==> config.mk <==
export PLATFORM = sky130hd
export DESIGN_NAME = motor_cfg_regbank
export DESIGN_NICKNAME = d
export VERILOG_FILES = /design/src/rtl/mcr_pkg.sv /design/src/rtl/mcr_guard.sv /design/src/rtl/mcr_ctrl_store.sv /design/src/rtl/mcr_cnt_cap.sv /design/src/rtl/mcr_rd_mux.sv /design/src/rtl/motor_cfg_regbank.sv
export SDC_FILE = /design/constraint.sdc
export NUM_CORES = 1
export LEC_CHECK = 0
export BUFFER_PORTS_ARGS = -buffer_cell sky130_fd_sc_hd__clkbuf_2
export CAP_MARGIN = 0
export CORE_MARGIN = 3
export CORE_UTILIZATION = 55
export CTS_CLUSTER_SIZE = 14
export DETAILED_ROUTE_END_ITERATION = 10
export PLACE_DENSITY_LB_ADDON = 0.1
export SYNTH_ARGS = -nofsm -noshare
export SYNTH_HDL_FRONTEND = slang
export SYNTH_SLANG_ARGS = --single-unit
==> constraint.sdc <==
create_clock -name clk -period 4.8 [get_ports clk]
set_input_delay 0.48 -clock clk [delete_from_list [all_inputs] [get_ports clk]]
set_output_delay 0.48 -clock clk [all_outputs]
set_load 0.03 [all_outputs]
==> src/rtl/mcr_pkg.sv <==
package mcr_pkg;

    localparam int DW         = 8;
    localparam int CNT_W      = 12;
    localparam int FIRST_CTRL = 3;
    localparam int NUM_CTRL   = 7;

    localparam int A_FLAGS  = 0;
    localparam int A_BRIDGE = 1;
    localparam int A_MISC   = 2;
    localparam int A_STEPR  = 5;
    localparam int A_GUARD  = 6;
    localparam int A_LEARN  = 7;
    localparam int A_CNT_LO = 10;
    localparam int A_CNT_HI = 11;

    localparam int IX_GUARD = A_GUARD - FIRST_CTRL;
    localparam int IX_LEARN = A_LEARN - FIRST_CTRL;

    localparam logic [2:0] KEY_FREEZE = 3'b110;
    localparam logic [2:0] KEY_OPEN   = 3'b011;

    typedef enum logic {
        BANK_OPEN   = 1'b0,
        BANK_FROZEN = 1'b1
    } bank_state_t;

    typedef logic [NUM_CTRL-1:0][DW-1:0] ctrl_view_t;

    typedef struct packed {
        logic [3:0]       torque_code;
        logic             ol_release;
        logic             out_en;
        logic [1:0]       off_time;
        logic [2:0]       decay;
        logic             dir;
        logic             dir_from_reg;
        logic             step_from_reg;
        logic [3:0]       ustep;
        logic             ol_det_en;
        logic             ocp_retry;
        logic             ot_autorec;
        logic             warn_rep;
        logic             stall_en;
        logic             stall_rep;
        logic [CNT_W-1:0] stall_thr;
        logic [1:0]       ripple;
        logic             ssc_en;
        logic             cnt_scale;
    } cfg_t;

    // Reset value of each stored control byte (index 0 is address 0x03).
    function automatic logic [DW-1:0] ctrl_reset(input int idx);
        case (idx)
            1:       return 8'h0F;
            2:       return 8'h06;
            4:       return 8'h08;
            5:       return 8'h03;
            6:       return 8'h20;
            default: return 8'h00;
        endcase
    endfunction

    // Bits a write may store; command and key bits are handled elsewhere.
    function automatic logic [DW-1:0] ctrl_wmask(input int idx);
        case (idx)
            2:       return 8'hBF;
            3:       return 8'h0F;
            4:       return 8'hDF;
            default: return 8'hFF;
        endcase
    endfunction

    function automatic cfg_t decode_cfg(input ctrl_view_t v);
        cfg_t c;
        c.torque_code   = v[0][7:4];
        c.ol_release    = v[0][1];
        c.out_en        = v[1][7];
        c.off_time      = v[1][4:3];
        c.decay         = v[1][2:0];
        c.dir           = v[2][7];
        c.dir_from_reg  = v[2][5];
        c.step_from_reg = v[2][4];
        c.ustep         = v[2][3:0];
        c.ol_det_en     = v[3][3];
        c.ocp_retry     = v[3][2];
        c.ot_autorec    = v[3][1];
        c.warn_rep      = v[3][0];
        c.stall_en      = v[4][4];
        c.stall_rep     = v[4][3];
        c.stall_thr     = {v[6][3:0], v[5]};
        c.ripple        = v[6][7:6];
        c.ssc_en        = v[6][5];
        c.cnt_scale     = v[6][4];
        return c;
    endfunction

endpackage

==> src/rtl/mcr_guard.sv <==
module mcr_guard
    import mcr_pkg::*;
(
    input  logic       clk,
    input  logic       rst,
    input  logic       key_wr,
    input  logic [2:0] key,
    output logic       frozen,
    output logic [2:0] key_field
);
    bank_state_t state_q;

    always_ff @(posedge clk) begin
        if (rst) begin
            state_q <= BANK_OPEN;
        end else if (key_wr) begin
            if (state_q == BANK_OPEN && key == KEY_FREEZE)
                state_q <= BANK_FROZEN;
            else if (state_q == BANK_FROZEN && key == KEY_OPEN)
                state_q <= BANK_OPEN;
        end
    end

    assign frozen    = (state_q == BANK_FROZEN);
    assign key_field = frozen ? KEY_FREEZE : KEY_OPEN;

    AST_FREEZE_NEEDS_KEY: assert property (@(posedge clk) disable iff (rst)
        $rose(frozen) |-> $past(key_wr && key == KEY_FREEZE));
    AST_OPEN_NEEDS_KEY: assert property (@(posedge clk) disable iff (rst)
        $fell(frozen) |-> $past(key_wr && key == KEY_OPEN));

endmodule

==> src/rtl/mcr_ctrl_store.sv <==
module mcr_ctrl_store
    import mcr_pkg::*;
#(
    parameter int ADDR_W = 8
) (
    input  logic              clk,
    input  logic              rst,
    input  logic              wr_en,
    input  logic [ADDR_W-1:0] wr_addr,
    input  logic [DW-1:0]     wr_data,
    input  logic              frozen,
    input  logic              learn_done,
    output ctrl_view_t        view,
    output logic              step_pulse,
    output logic              clr_pulse,
    output logic              learn_req
);
    logic [NUM_CTRL-1:0][DW-1:0] store_q;
    logic step_q, clr_q, learn_q;

    for (genvar i = 0; i < NUM_CTRL; i++) begin : g_reg
        localparam logic [ADDR_W-1:0] MY_ADDR = ADDR_W'(FIRST_CTRL + i);
        localparam logic [DW-1:0]     RST_V   = ctrl_reset(i);
        localparam logic [DW-1:0]     WMASK   = ctrl_wmask(i);
        logic hit;
        assign hit = wr_en && !frozen && (wr_addr == MY_ADDR);

        always_ff @(posedge clk) begin
            if (rst)
                store_q[i] <= RST_V;
            else if (hit)
                store_q[i] <= wr_data & WMASK;
        end

        AST_FROZEN_HOLDS: assert property (@(posedge clk) disable iff (rst)
            frozen && wr_en && wr_addr == MY_ADDR |=> $stable(store_q[i]));
    end

    always_ff @(posedge clk) begin
        if (rst) begin
            step_q  <= 1'b0;
            clr_q   <= 1'b0;
            learn_q <= 1'b0;
        end else begin
            step_q <= wr_en && !frozen && wr_addr == ADDR_W'(A_STEPR) && wr_data[6];
            clr_q  <= wr_en && wr_addr == ADDR_W'(A_GUARD) && wr_data[7];
            if (wr_en && !frozen && wr_addr == ADDR_W'(A_LEARN) && wr_data[5])
                learn_q <= 1'b1;
            else if (learn_done)
                learn_q <= 1'b0;
        end
    end

    always_comb begin
        view = store_q;
        view[IX_LEARN][5] = learn_q;
    end

    assign step_pulse = step_q;
    assign clr_pulse  = clr_q;
    assign learn_req  = learn_q;

    AST_STEP_FROM_WRITE: assert property (@(posedge clk) disable iff (rst)
        step_pulse |-> $past(wr_en && !frozen && wr_addr == ADDR_W'(A_STEPR)));
    AST_LEARN_STICKS: assert property (@(posedge clk) disable iff (rst)
        learn_req && !learn_done |=> learn_req);

endmodule

==> src/rtl/mcr_cnt_cap.sv <==
module mcr_cnt_cap
    import mcr_pkg::*;
(
    input  logic             clk,
    input  logic             rst,
    input  logic [CNT_W-1:0] cnt_in,
    output logic [CNT_W-1:0] cnt_q
);
    always_ff @(posedge clk) begin
        if (rst) cnt_q <= '1;
        else     cnt_q <= cnt_in;
    end

    AST_CNT_TRACKS: assert property (@(posedge clk) disable iff (rst)
        !$past(rst) |-> cnt_q == $past(cnt_in));

endmodule

==> src/rtl/mcr_rd_mux.sv <==
module mcr_rd_mux
    import mcr_pkg::*;
#(
    parameter int         ADDR_W = 8,
    parameter logic [3:0] REV_ID = 4'h0
) (
    input  logic [ADDR_W-1:0] rd_addr,
    input  logic [DW-1:0]     flags,
    input  logic [DW-1:0]     bridge,
    input  logic [DW-1:0]     misc,
    input  ctrl_view_t        view,
    input  logic [2:0]        key_field,
    input  logic [CNT_W-1:0]  cnt,
    output logic [DW-1:0]     rd_data
);
    always_comb begin
        rd_data = '0;
        if (rd_addr == ADDR_W'(A_FLAGS))       rd_data = flags;
        else if (rd_addr == ADDR_W'(A_BRIDGE)) rd_data = bridge;
        else if (rd_addr == ADDR_W'(A_MISC))   rd_data = misc;
        else if (rd_addr == ADDR_W'(A_CNT_LO)) rd_data = cnt[7:0];
        else if (rd_addr == ADDR_W'(A_CNT_HI)) rd_data = {REV_ID, cnt[11:8]};
        else begin
            for (int i = 0; i < NUM_CTRL; i++) begin
                if (rd_addr == ADDR_W'(FIRST_CTRL + i)) begin
                    rd_data = view[i];
                    if (i == IX_GUARD) rd_data[6:4] = key_field;
                end
            end
        end
    end

endmodule

==> src/rtl/motor_cfg_regbank.sv <==
module motor_cfg_regbank
    import mcr_pkg::*;
#(
    parameter int         ADDR_W = 8,
    parameter logic [3:0] REV_ID = 4'h0
) (
    input  logic              clk,
    input  logic              rst,
    input  logic              wr_en,
    input  logic [ADDR_W-1:0] wr_addr,
    input  logic [7:0]        wr_data,
    input  logic [ADDR_W-1:0] rd_addr,
    output logic [7:0]        rd_data,
    input  logic [7:0]        fault_flags_i,
    input  logic [7:0]        diag_bridge_i,
    input  logic [7:0]        diag_misc_i,
    input  logic [11:0]       torque_cnt_i,
    input  logic              learn_done_i,
    output logic              step_pulse_o,
    output logic              clr_pulse_o,
    output logic              learn_req_o,
    output logic              locked_o,
    output logic [3:0]        torque_code_o,
    output logic              ol_release_o,
    output logic              out_en_o,
    output logic [1:0]        off_time_o,
    output logic [2:0]        decay_o,
    output logic              dir_o,
    output logic              dir_from_reg_o,
    output logic              step_from_reg_o,
    output logic [3:0]        ustep_o,
    output logic              ol_det_en_o,
    output logic              ocp_retry_o,
    output logic              ot_autorec_o,
    output logic              warn_rep_o,
    output logic              stall_en_o,
    output logic              stall_rep_o,
    output logic [11:0]       stall_thr_o,
    output logic [1:0]        ripple_o,
    output logic              ssc_en_o,
    output logic              cnt_scale_o
);
    logic             frozen;
    logic [2:0]       key_field;
    ctrl_view_t       view;
    logic [CNT_W-1:0] cnt_q;
    cfg_t             cfg;

    mcr_guard u_guard (
        .clk       (clk),
        .rst       (rst),
        .key_wr    (wr_en && wr_addr == ADDR_W'(A_GUARD)),
        .key       (wr_data[6:4]),
        .frozen    (frozen),
        .key_field (key_field)
    );

    mcr_ctrl_store #(.ADDR_W(ADDR_W)) u_store (
        .clk        (clk),
        .rst        (rst),
        .wr_en      (wr_en),
        .wr_addr    (wr_addr),
        .wr_data    (wr_data),
        .frozen     (frozen),
        .learn_done (learn_done_i),
        .view       (view),
        .step_pulse (step_pulse_o),
        .clr_pulse  (clr_pulse_o),
        .learn_req  (learn_req_o)
    );

    mcr_cnt_cap u_cnt (
        .clk    (clk),
        .rst    (rst),
        .cnt_in (torque_cnt_i),
        .cnt_q  (cnt_q)
    );

    mcr_rd_mux #(.ADDR_W(ADDR_W), .REV_ID(REV_ID)) u_rd (
        .rd_addr   (rd_addr),
        .flags     (fault_flags_i),
        .bridge    (diag_bridge_i),
        .misc      (diag_misc_i),
        .view      (view),
        .key_field (key_field),
        .cnt       (cnt_q),
        .rd_data   (rd_data)
    );

    assign cfg             = decode_cfg(view);
    assign locked_o        = frozen;
    assign torque_code_o   = cfg.torque_code;
    assign ol_release_o    = cfg.ol_release;
    assign out_en_o        = cfg.out_en;
    assign off_time_o      = cfg.off_time;
    assign decay_o         = cfg.decay;
    assign dir_o           = cfg.dir;
    assign dir_from_reg_o  = cfg.dir_from_reg;
    assign step_from_reg_o = cfg.step_from_reg;
    assign ustep_o         = cfg.ustep;
    assign ol_det_en_o     = cfg.ol_det_en;
    assign ocp_retry_o     = cfg.ocp_retry;
    assign ot_autorec_o    = cfg.ot_autorec;
    assign warn_rep_o      = cfg.warn_rep;
    assign stall_en_o      = cfg.stall_en;
    assign stall_rep_o     = cfg.stall_rep;
    assign stall_thr_o     = cfg.stall_thr;
    assign ripple_o        = cfg.ripple;
    assign ssc_en_o        = cfg.ssc_en;
    assign cnt_scale_o     = cfg.cnt_scale;

    AST_OOR_READS_ZERO: assert property (@(posedge clk) disable iff (rst)
        rd_addr > ADDR_W'(A_CNT_HI) |-> rd_data == 8'h00);
    AST_CLEAR_FROM_WRITE: assert property (@(posedge clk) disable iff (rst)
        clr_pulse_o |-> $past(wr_en && wr_addr == ADDR_W'(A_GUARD) && wr_data[7]));

endmodule

# Word level (Yosys, flattened, before mapping)
# Index checks and enable logic that the tools add are counted.
[word_totals]
regBits = 66
latch_bits = 0
mem_bits_rw = 0
rom_bits = 0
input_bits = 64
out_inout_bits = 52
elab_cells = 69
mem_count = 0
[classes]
addsub = 0
n_mul = 0
n_div = 0
n_lt_le_gt_ge = 0
n_eq_ne = 20
shift = 0
n_mux = 17
bitwise = 1
n_reduce_logical = 19
[op_table]
columns = ["op", "count"]
rows = [
  ["$mux 8", 12],
  ["$eq 8x3->1 const B", 8],
  ["$eq 8x4->1 const B", 6],
  ["$eq 8x2->1 const B", 3],
  ["$logic_and 1x1->1", 14],
  ["$eq 8x1->1 const B", 1],
  ["$logic_not 8->1", 1],
  ["$mux 1", 4],
  ["$reduce_bool 2->1", 2],
  ["$eq 3x2->1 const B", 1],
  ["$eq 3x3->1 const B", 1],
  ["$mux 3", 1],
  ["$reduce_and 2->1", 1],
  ["$logic_not 1->1", 1],
  ["$not 1->1", 1],
]

# Longest topological paths before layout
# Gate-level depths: netlist of run 1.
[depth]
ltp_word = 13
depth_mapped = 8

# Modules after synthesis
# From an unflattened synthesis of run 1, not the netlist that was laid out.
[hier_totals]
hier_cells = 422
area_unflattened_um2 = 3789.9
[modules_own_cells]
columns = ["mod", "n_inst", "cells_per_inst", "area_each_um2"]
rows = [
  ["mcr_ctrl_store", 1, 204, 2192.1],
  ["mcr_rd_mux", 1, 180, 1174.9],
  ["mcr_cnt_cap", 1, 25, 320.3],
  ["mcr_guard", 1, 10, 70.1],
  ["motor_cfg_regbank", 1, 3, 32.5],
]

# Worst setup path after synthesis of run 1
# Ideal clock, no wire load.
[synth_path]
path_type = "input to output"
startpoint = "in rd_addr[7]"
endpoint = "out rd_data[4]"
arrival_time_ps = 2324
slack_ps = 1996
cell_stages = 7
path_buffers = 2
cell_sequence = "or4_4 buf_6 or3b_1 buf_2 nor3_1 a21oi_1 o22ai_1"
[synth_between]
elab_chain_len = 13
elab_cells_between_ends = 24
[synth_rtl]
columns = ["element", "line", "text"]
rows = [
  ["start: declaration", "motor_cfg_regbank.sv:12", "input logic [ADDR_W-1:0] rd_addr,"],
  ["$eq 8x2->1", "mcr_rd_mux.sv:25", "if (rd_addr == ADDR_W'(FIRST_CTRL + i)) begin"],
  ["$mux 8 (7 in series)", "mcr_rd_mux.sv:25", ""],
  ["$mux 8", "mcr_rd_mux.sv:22", "else if (rd_addr == ADDR_W'(A_CNT_HI)) rd_data = {REV_ID, cnt[11:8]};"],
  ["$mux 8", "mcr_rd_mux.sv:21", "else if (rd_addr == ADDR_W'(A_CNT_LO)) rd_data = cnt[7:0];"],
  ["$mux 8", "mcr_rd_mux.sv:20", "else if (rd_addr == ADDR_W'(A_MISC)) rd_data = misc;"],
  ["$mux 8", "mcr_rd_mux.sv:19", "else if (rd_addr == ADDR_W'(A_BRIDGE)) rd_data = bridge;"],
  ["$mux 8 (*)", "mcr_rd_mux.sv:18", "if (rd_addr == ADDR_W'(A_FLAGS)) rd_data = flags;"],
  ["end: declaration", "motor_cfg_regbank.sv:13", "output logic [7:0] rd_data,"],
]
# Every way passes the cells marked *; elsewhere a longest branch is shown, timed or not.

# Final worst setup path of run 1
[layout_path]
startpoint = "in rd_addr[0]"
endpoint = "out rd_data[5]"
# Same word-level chain as after synthesis.

==> results of run 1 <==
==> registers in the layout (all words and copies together), names as in the netlist <==
name and flops:
u_store.view 50, u_cnt.cnt_q 12, u_guard.frozen 1, u_store.clr_pulse 1, u_store.learn_req 1, u_store.step_pulse 1
==> cell usage in the layout, fill, tap and decap left out, types with 2 or more instances in the layout <==
cell type and instances:
clkbuf_2 115, dfxtp_1 66, nor2_1 47, nand2_1 46, mux2i_1 41, a21oi_1 20
o21ai_0 18, or2_2 12, clkbuf_8 11, nor2b_1 9, a211o_1 9, inv_1 7
nand3_1 6, nand2b_1 5, a22oi_1 5, mux2_2 5, o211ai_1 5, nand3b_1 5
o22ai_1 4, a211oi_1 4, a31oi_1 4, nor3b_1 4, a22o_1 3, nor3_1 3
a21o_1 3, or4_4 2, a32oi_1 2, and3_1 2, and3b_1 2, o2bb2ai_1 2
o221ai_1 2, nor3_2 2, o21ai_1 2, mux4_2 2, a222oi_1 2, nor4_1 2
nand4b_1 2, buf_4 2
==> cells by family after synthesis <==
group	Yosys count
flip-flops	66
buffers and inverters	68
AND/OR/NAND/NOR	159
AO/OA/AOI/OAI	90
multiplexers	48
==> layer usage <==
layer	vias up	track usage, %	wire length (microns)
li1	1623	-	-
met4	0	9.34	291
met3	30	5.83	722
met2	150	42.4	4820
met5	-	0	0
met1	1600	36.9	4580
==> per-stage QoR <==
step	power, mW	utilization, %
floorplan	0.639	-
global placement	0.687	62.5
detailed placement	0.688	62.5
CTS	1.15	65.5
global route	1.18	65.5
finish	1.15	65.5
==> path summary, 6_finish.rpt <==
| check | from | endpoint | slack [ns] | cells after the start |
|---|---|---|---|---|
| max reg2reg | u_guard.frozen$_SDFFE_PP0P_ | u_store.view[17]$_SDFFE_PP1P_ | 2.82 | 3 |
| max | rd_addr[0] | rd_data[5] | 1.57 | 7 |
| min reg2reg | u_store.view[50]$_SDFFE_PP0P_ | u_store.view[50]$_SDFFE_PP0P_ | 0.47 | 2 |
| min | torque_cnt_i[2] | u_cnt.cnt_q[2]$_SDFF_PP1_ | 0.32 | 2 |
==> synth_stat cells (6+ instances only) <==
| cell type | count |
|---|---|
| nor2b_1 | 9 |
| dfxtp_1 | 66 |
| or2_2 | 12 |
| inv_1 | 7 |
| nand2_1 | 46 |
| a21oi_1 | 20 |
| nor2_1 | 47 |
| buf_2 | 7 |
| o21ai_0 | 18 |
| nand3_1 | 6 |
| a211o_1 | 9 |
| mux2i_1 | 41 |
| clkbuf_1 | 17 |
| buf_4 | 28 |
==> power breakdown <==
group          total (mW)  switching, mW  leakage, nW  internal (mW)
sequential          0.556        0.00238        0.536          0.553
combinational       0.122         0.0733         1.23         0.0483
clock               0.468          0.205       0.0946          0.263
==> critical path, stage by stage <==
cell and delay [ns]:
clkbuf_2 0.59, clkinv_1 0.51, a311oi_1 0.38, a211oi_1 0.08, a22o_1 0.25, a32o_1 0.26
clkbuf_2 0.18
==> layout make-up <==
class                           count  area share, %
Multi-Input combinational cell    297           46.6
Inverter                            8          0.718
Tap cell                           77           2.30
Clock inverter                      2          0.898
Timing Repair Buffer              117           14.1
Clock buffer                       12           3.71
Sequential cell                    66           31.6
==> flow_metrics.env, run 1 <==
export IMPL_hold_viol=0
export IMPL_clock_sinks=66
export IMPL_core_sq_um=6390
export IMPL_synth_top_family_by_area="simple AND/OR/NAND/NOR gates"
export IMPL_synth_compound_gate_area_share_pct=16.6
export IMPL_cts_hold_buf=0
export IMPL_maxSlewViolCount=0
export IMPL_power_density_nw_per_um2=274
export IMPL_yosys_area_top_type="dfxtp_1"
export IMPL_synth_simple_area_share_pct=22.7
export IMPL_required_ns=4.32
export IMPL_clkTransAtPathRegs_ns=0.07
export IMPL_cp_arrival_ns=2.75
export IMPL_yosysWarnings=0
export IMPL_synthMuxAreaShare_pct=14.0
export IMPL_portBuffers=115
export IMPL_worst_pin_slew_ns=0.786
export IMPL_synth_seq_cells=66
export IMPL_status="finished clean"
export IMPL_final_cells=579
export IMPL_stdcell_area_sq_um=4180
export IMPL_dp_hpwl_microns=7450
export IMPL_yosysSeqAreaShare_pct=36.1
export IMPL_setup_viol=0
export IMPL_postRouteAntennaNets=0
export IMPL_grt_pass1_vias=3109
export IMPL_endpoint_kind="primary output"
export IMPL_avgSynthCellArea_sq_um=8.50
export IMPL_critical_path_max_fanout=31
export IMPL_clk_path_buf_depth=2
export IMPL_cts_made_buffers=9
export IMPL_syn_num_nets=495
export IMPL_drc_errors=0
export IMPL_post_cts_buffers=0
export IMPL_multi_input_area_sq_um=1950
export IMPL_post_route_period_util_pct=67.4
export IMPL_dpl_worst_slack_ns=1.61
export IMPL_synthFlopType="dfxtp_1"
export IMPL_synth_distinct_cells=56
export IMPL_yosys_area_share_adder_pct=0
export IMPL_avgViaCountPerCell=5.88
export IMPL_hold_ws_ns=0.318
export IMPL_rsz0062_at_grt="no"
export IMPL_ir_drop_uv=221
export IMPL_max_freq_ghz=0.309
export IMPL_relSlewSlack_pct=47.6
export IMPL_area_delta_synth_final_pct=14.1
export IMPL_antenna_found_initial=0
export IMPL_grt_pass1_wl_microns=16100
export IMPL_register_area_sq_um=1320
export IMPL_start_util_pct=57.4
export IMPL_cts_tree="done"
export IMPL_drtPass1Iterations=7
export IMPL_synthCells=431
export IMPL_ctsRootBufferMaster="clkbuf_8"
export IMPL_cts_resized=0
export IMPL_wirelength_microns=10400
export IMPL_setup_slack_ns=1.57
export IMPL_htreeDepth=3
export IMPL_grt_max_degree=67
export IMPL_n_antenna_cell=0
export IMPL_critPathKind="input port to primary output"
export IMPL_wl_per_cell_microns=18.0
export IMPL_clock_latency_ns=0.34
export IMPL_grt_overflow_total=0
export IMPL_hold_class="input port to flop"
export IMPL_num_io_pins=116
export IMPL_fin_tns_setup_ns=0
export IMPL_synth_xor_area_share_pct=0
export IMPL_period_needed_ns=3.23
export IMPL_drv_cap=0
export IMPL_drtIter0Drc=269
export IMPL_die_area_sq_um=7680
export IMPL_async_flop_share_pct=0
export IMPL_synth_edf_count=0
export IMPL_gp_congestion=0.918
export IMPL_netlist_area_sq_um=3660
export IMPL_synthTopCellsByArea="dfxtp_1, mux2i_1, buf_4, nor2_1, nand2_1"
export IMPL_fin_nets=563
export IMPL_layout_drive_gt1_share_pct=31.9
export IMPL_row_count=29
export IMPL_fill_cells=581
export IMPL_p_leak_nw=1.86
export IMPL_skew_ns=0.00745
export IMPL_fp_dieH_microns=87.6
export IMPL_via_count=3403
export IMPL_start_kind="input port"
export IMPL_track_usage_pct=27.0
export IMPL_die_width_microns=87.6
export IMPL_place_area_sq_um=3990
export IMPL_synth_top_area_share_pct=36.1
export IMPL_dp_cells=565
(Power assumes the default switching activity.)
==> run 2, diff against run 1 <==
--- a/config.mk
+++ b/config.mk
@@ -8,7 +8,7 @@
 export BUFFER_PORTS_ARGS = -buffer_cell sky130_fd_sc_hd__clkbuf_2
 export CAP_MARGIN = 0
 export CORE_MARGIN = 3
-export CORE_UTILIZATION = 55
+export CORE_UTILIZATION = 51
 export CTS_CLUSTER_SIZE = 14
 export DETAILED_ROUTE_END_ITERATION = 10
 export PLACE_DENSITY_LB_ADDON = 0.1
==> constraint.sdc (replaced) <==
create_clock -name clk -period 3 [get_ports clk]
set_input_delay 0.3 -clock clk [delete_from_list [all_inputs] [get_ports clk]]
set_output_delay 0.3 -clock clk [all_outputs]
set_load 0.03 [all_outputs]
==> flow_metrics.env, run 2 (same netlist as run 1, synthesis figures left out) <==
export IMPL_grt_pass1_wl_microns=16800
export IMPL_clk_path_buf_depth=2
export IMPL_antenna_found_initial=0
export IMPL_fin_nets=569
export IMPL_combPwrFrac_pct=11.2
export IMPL_required_ns=2.70
export IMPL_core_sq_um=6870
export IMPL_avgViaCountPerCell=5.58
export IMPL_dp_cells=590
export IMPL_clock_latency_ns=0.35
export IMPL_postRouteAntennaNets=0
export IMPL_area_delta_synth_final_pct=15.6
export IMPL_maxSlewViolCount=0
export IMPL_clkTransAtPathRegs_ns=0.08
export IMPL_start_kind="input port"
export IMPL_wirelength_microns=10400
export IMPL_max_freq_ghz=0.389
export IMPL_holdPathStages=2
export IMPL_row_count=30
export IMPL_hold_viol=0
export IMPL_largest_reg_flops=50
export IMPL_power_mw=1.77
export IMPL_p_int_mw=1.27
export IMPL_dp_hpwl_microns=7530
export IMPL_track_usage_pct=25.7
export IMPL_skew_ns=0.00579
export IMPL_cts_hold_buf=0
export IMPL_portBuffers=115
export IMPL_fill_cells=615
export IMPL_htreeDepth=3
export IMPL_critPathKind="input port to primary output"
export IMPL_post_cts_buffers=0
export IMPL_num_io_pins=116
export IMPL_p_sw_share_pct=28.4
export IMPL_gp_congestion=0.972
export IMPL_grt_pass1_vias=3223
export IMPL_grt_max_degree=49
export IMPL_fin_tns_setup_ns=0
export IMPL_die_area_sq_um=8240
export IMPL_cts_made_buffers=9
export IMPL_r2r_cells=3
export IMPL_rsz0062_at_grt="no"
export IMPL_rr_endpoint="u_store.view[40]$_SDFFE_PP1P_"
export IMPL_hold_end="u_cnt.cnt_q[3]$_SDFF_PP1_"
export IMPL_die_width_microns=90.8
export IMPL_hold_class="input port to flop"
export IMPL_ir_drop_uv=274
export IMPL_layout_commonest_cell="clkbuf_2"
export IMPL_rr_startpoint="u_guard.frozen$_SDFFE_PP0P_"
export IMPL_period_needed_ns=2.57
export IMPL_start_util_pct=53.3
export IMPL_power_density_nw_per_um2=418
export IMPL_r2r_slack_ns=1.08
export IMPL_grt_overflow_total=0
export IMPL_worst_pin_slew_ns=0.928
export IMPL_post_route_period_util_pct=85.7
export IMPL_dpl_worst_slack_ns=0.418
export IMPL_critical_path_max_fanout=15
export IMPL_p_switching_uw=503
export IMPL_pwr_share_clk_pct=38.6
export IMPL_cts_resized=0
export IMPL_setup_viol=0
export IMPL_cp_arrival_ns=2.27
export IMPL_drc_errors=0
export IMPL_setup_slack_ns=0.430
export IMPL_ctsRootBufferMaster="clkbuf_8"
export IMPL_layout_drive_gt1_share_pct=33.1
export IMPL_p_leak_nw=1.88
export IMPL_final_cells=606
export IMPL_wl_per_cell_microns=17.2
export IMPL_clock_sinks=66
export IMPL_cts_tree="done"
export IMPL_drtPass1Iterations=5
export IMPL_relSlewSlack_pct=38.1
export IMPL_n_antenna_cell=0
export IMPL_drv_cap=0
export IMPL_fp_dieH_microns=90.8
export IMPL_drtIter0Drc=238
export IMPL_seq_power_share_pct=50.1
export IMPL_layout_common_cells="clkbuf_2, dfxtp_1, nor2_1, nand2_1, mux2i_1"
export IMPL_endpoint_kind="primary output"
export IMPL_hp_start="torque_cnt_i[3]"
export IMPL_status="finished clean"
export IMPL_via_count=3383
-- run 2: changes by cell type in the layout (fill, tap and decap cells not counted), sizes merged --
cell / previous run / this run
buf: 2 / 8
bufinv: 1 / 0
clkbuf: 127 / 124
clkinv: 1 / 4
clkinvlp: 1 / 3
inv: 7 / 8
-- run 2: worst max-delay path: stages --
cell and delay [ns]:
clkbuf_2 0.08, or4_4 0.59, or2_1 0.42, nor3_1 0.31
a222oi_1 0.17, o22ai_1 0.17, clkbuf_2 0.24
-- run 2: layout make-up --
cell class	count	area, sq um	area share [%]
multi-input cells	297	1950	46.1
repair buffers	123	636	15.0
flip-flops and latches	66	1320	31.2
well taps	96	120	2.84
clock buffers	9	124	2.92
inverters	8	30.0	0.709
clock inverters	7	53.8	1.27
-- run 2: metal layers --
layer | global-route usage (%) | up-vias | share of wire [%]
met4 | 9.31 | 0 | 2.5
li1 | - | 1633 | -
met2 | 39.1 | 131 | 45
met1 | 35.1 | 1596 | 46
met3 | 6.50 | 23 | 6.2
met5 | 0 | - | 0
-- run 2: worst max-delay path by stage --
stage / startpoint / to / slack (ns) / cells past startpoint
after detailed placement: rd_addr[7] / rd_data[0] / 0.42 / 7
final: rd_addr[7] / rd_data[0] / 0.43 / 7
after global placement: rd_addr[7] / rd_data[0] / 0.51 / 7
after global routing: rd_addr[7] / rd_data[0] / 0.25 / 7
after CTS: rd_addr[7] / rd_data[0] / 0.44 / 7
after floorplan: rd_addr[7] / rd_data[4] / 0.56 / 7
-- run 2: metrics by stage --
step	utilization, %	hold slack (ns)	cell area (sq um)
after global placement	59.1	0.461	4060
after CTS	61.7	0.118	4240
after global routing	61.7	0.119	4240
after floorplan	-	0.404	3660
after detailed placement	59.1	0.474	4060
final	61.7	0.127	4240
-- run 2: power groups by stage --
stage | clock (mW) | combinational, mW | sequential [mW]
after floorplan | 0 | 0.114 | 0.908
after global placement | 0 | 0.196 | 0.909
after detailed placement | 0 | 0.196 | 0.909
after CTS | 0.698 | 0.198 | 0.888
after global routing | 0.731 | 0.218 | 0.889
final | 0.685 | 0.199 | 0.888
==> run 3, diff against run 2 <==
--- a/config.mk
+++ b/config.mk
@@ -8,10 +8,12 @@
 export BUFFER_PORTS_ARGS = -buffer_cell sky130_fd_sc_hd__clkbuf_2
 export CAP_MARGIN = 0
 export CORE_MARGIN = 3
-export CORE_UTILIZATION = 51
+export CORE_UTILIZATION = 52
 export CTS_CLUSTER_SIZE = 14
 export DETAILED_ROUTE_END_ITERATION = 10
 export PLACE_DENSITY_LB_ADDON = 0.1
+export SLEW_MARGIN = 20
 export SYNTH_ARGS = -nofsm -noshare
 export SYNTH_HDL_FRONTEND = slang
+export SYNTH_HIERARCHICAL = 1
 export SYNTH_SLANG_ARGS = --single-unit
==> constraint.sdc (replaced) <==
create_clock -name clk -period 3 [get_ports clk]
set_input_delay 0.3 -clock clk [delete_from_list [all_inputs] [get_ports clk]]
set_output_delay 0.3 -clock clk [all_outputs]
set_load 0.01 [all_outputs]
==> flow_metrics.env, run 3 <==
export IMPL_gp_congestion=0.891
export IMPL_maxSlewViolCount=0
export IMPL_clock_latency_ns=0.34
export IMPL_grt_overflow_total=0
export IMPL_start_util_pct=54.5
export IMPL_power_mw=1.80
export IMPL_setup_viol=0
export IMPL_fp_dieH_microns=91.1
export IMPL_hold_class="input port to flop"
export IMPL_wirelength_microns=10700
export IMPL_hold_ws_ns=0.131
export IMPL_max_freq_ghz=0.409
export IMPL_fin_tns_setup_ns=0
export IMPL_layout_drive_gt1_share_pct=29.7
export IMPL_p_leak_nw=2.18
export IMPL_power_density_nw_per_um2=397
export IMPL_row_count=30
export IMPL_largest_reg_flops=50
export IMPL_grt_pass1_vias=3537
export IMPL_area_delta_synth_final_pct=20.6
export IMPL_dp_hpwl_microns=7900
export IMPL_avgViaCountPerCell=5.73
export IMPL_postRouteAntennaNets=0
export IMPL_critical_path_max_fanout=12
export IMPL_num_io_pins=116
export IMPL_via_count=3560
export IMPL_status="finished clean"
export IMPL_dp_cells=605
export IMPL_clk_path_buf_depth=2
export IMPL_netlist_area_sq_um=3770
export IMPL_cts_resized=0
export IMPL_n_antenna_cell=0
export IMPL_htreeDepth=3
export IMPL_cp_arrival_ns=2.15
export IMPL_final_cells=621
export IMPL_post_cts_buffers=0
export IMPL_post_route_period_util_pct=81.5
export IMPL_drc_errors=0
export IMPL_die_width_microns=91.1
export IMPL_die_area_sq_um=8300
export IMPL_skew_ns=0.0106
export IMPL_period_needed_ns=2.45
export IMPL_hold_viol=0
export IMPL_ir_drop_uv=285
export IMPL_worst_pin_slew_ns=0.983
export IMPL_start_kind="input port"
export IMPL_grt_max_degree=40
export IMPL_antenna_found_initial=0
export IMPL_clock_sinks=66
export IMPL_core_sq_um=6910
export IMPL_fin_nets=584
export IMPL_drtIter0Drc=175
export IMPL_track_usage_pct=25.8
export IMPL_dpl_worst_slack_ns=0.586
export IMPL_drtPass1Iterations=5
export IMPL_layout_commonest_cell="clkbuf_2"
export IMPL_critPathKind="input port to primary output"
export IMPL_ctsRootBufferMaster="clkbuf_8"
export IMPL_wl_per_cell_microns=17.2
export IMPL_rsz0062_at_grt="no"
export IMPL_cts_made_buffers=9
export IMPL_avgSynthCellArea_sq_um=8.99
export IMPL_setup_slack_ns=0.554
export IMPL_endpoint_kind="primary output"
export IMPL_grt_pass1_wl_microns=17200
export IMPL_relSlewSlack_pct=33.6
export IMPL_layout_common_cells="clkbuf_2, dfxtp_1, nand2b_1, mux2i_1, nor2_1"
export IMPL_portBuffers=115
export IMPL_clkTransAtPathRegs_ns=0.08
export IMPL_drv_cap=0
export IMPL_cts_hold_buf=0
export IMPL_fill_cells=631
export IMPL_yosysWarnings=6
export IMPL_synthCells=419
export IMPL_required_ns=2.70
export IMPL_cts_tree="done"
## run 3: cell count changes in the layout (fill, tap and decap cells not counted), moves of 5 or more
cell      delta
nand2b_1    +58
nand2_1     -25
mux2i_1     +18
nor2_1      -15
or2_2       -12
or2_1       +11
a21oi_1     -10
a211o_1      -8
o21ai_0      -7
mux2_2       -5
o31ai_1      +5
## run 3: where the power goes
group          total, mW  switching, mW  internal (mW)
logic              0.205          0.117         0.0877
registers          0.888        0.00337          0.885
clock network      0.710          0.379          0.331
total               1.80          0.500           1.30
## run 3: worst paths after layout
check                           slack [ns]                          from                       endpoint  cells past startpoint
worst min register to register        0.48  u_store/view[2]$_SDFFE_PP0P_   u_store/view[2]$_SDFFE_PP0P_                      2
worst max register to register        0.84   u_guard/frozen$_SDFFE_PP0P_  u_store/view[14]$_SDFFE_PP0P_                      3
worst max-delay path                  0.55                    rd_addr[5]                     rd_data[1]                      6
worst min-delay path                  0.13               torque_cnt_i[2]      u_cnt/cnt_q[2]$_SDFF_PP1_                      2
## run 3: final cells by class
class / instances / area [sq um] / share of cell area, %
inverter: 7 / 26.3 / 0.578
clock inverter: 6 / 50.0 / 1.10
tap: 96 / 120 / 2.64
multi-input combinational: 315 / 2270 / 49.9
timing repair buffer: 121 / 621 / 13.7
sequential: 66 / 1320 / 29.1
clock buffer: 10 / 138 / 3.03
## run 3: critical path, stage by stage
cell and delay [ns]:
clkbuf_2 0.09, or4_1 0.74, nor3_4 0.45, a32oi_1 0.13
a221oi_2 0.27, clkbuf_2 0.16
## run 3: through the flow
step	util [%]	area, sq um
detailed placement	63.1	4360
finish	65.8	4540
CTS	65.8	4540
floorplan	-	3770
global route	65.8	4540
global placement	63.1	4360
## run 3: per-layer routing
layer,up-vias,GRT usage (%),wire (microns)
li1,1694,-,-
met1,1675,32.1,4510
met2,161,44.2,5260
met3,30,5.47,680
met4,0,8.54,240
met5,-,0,0
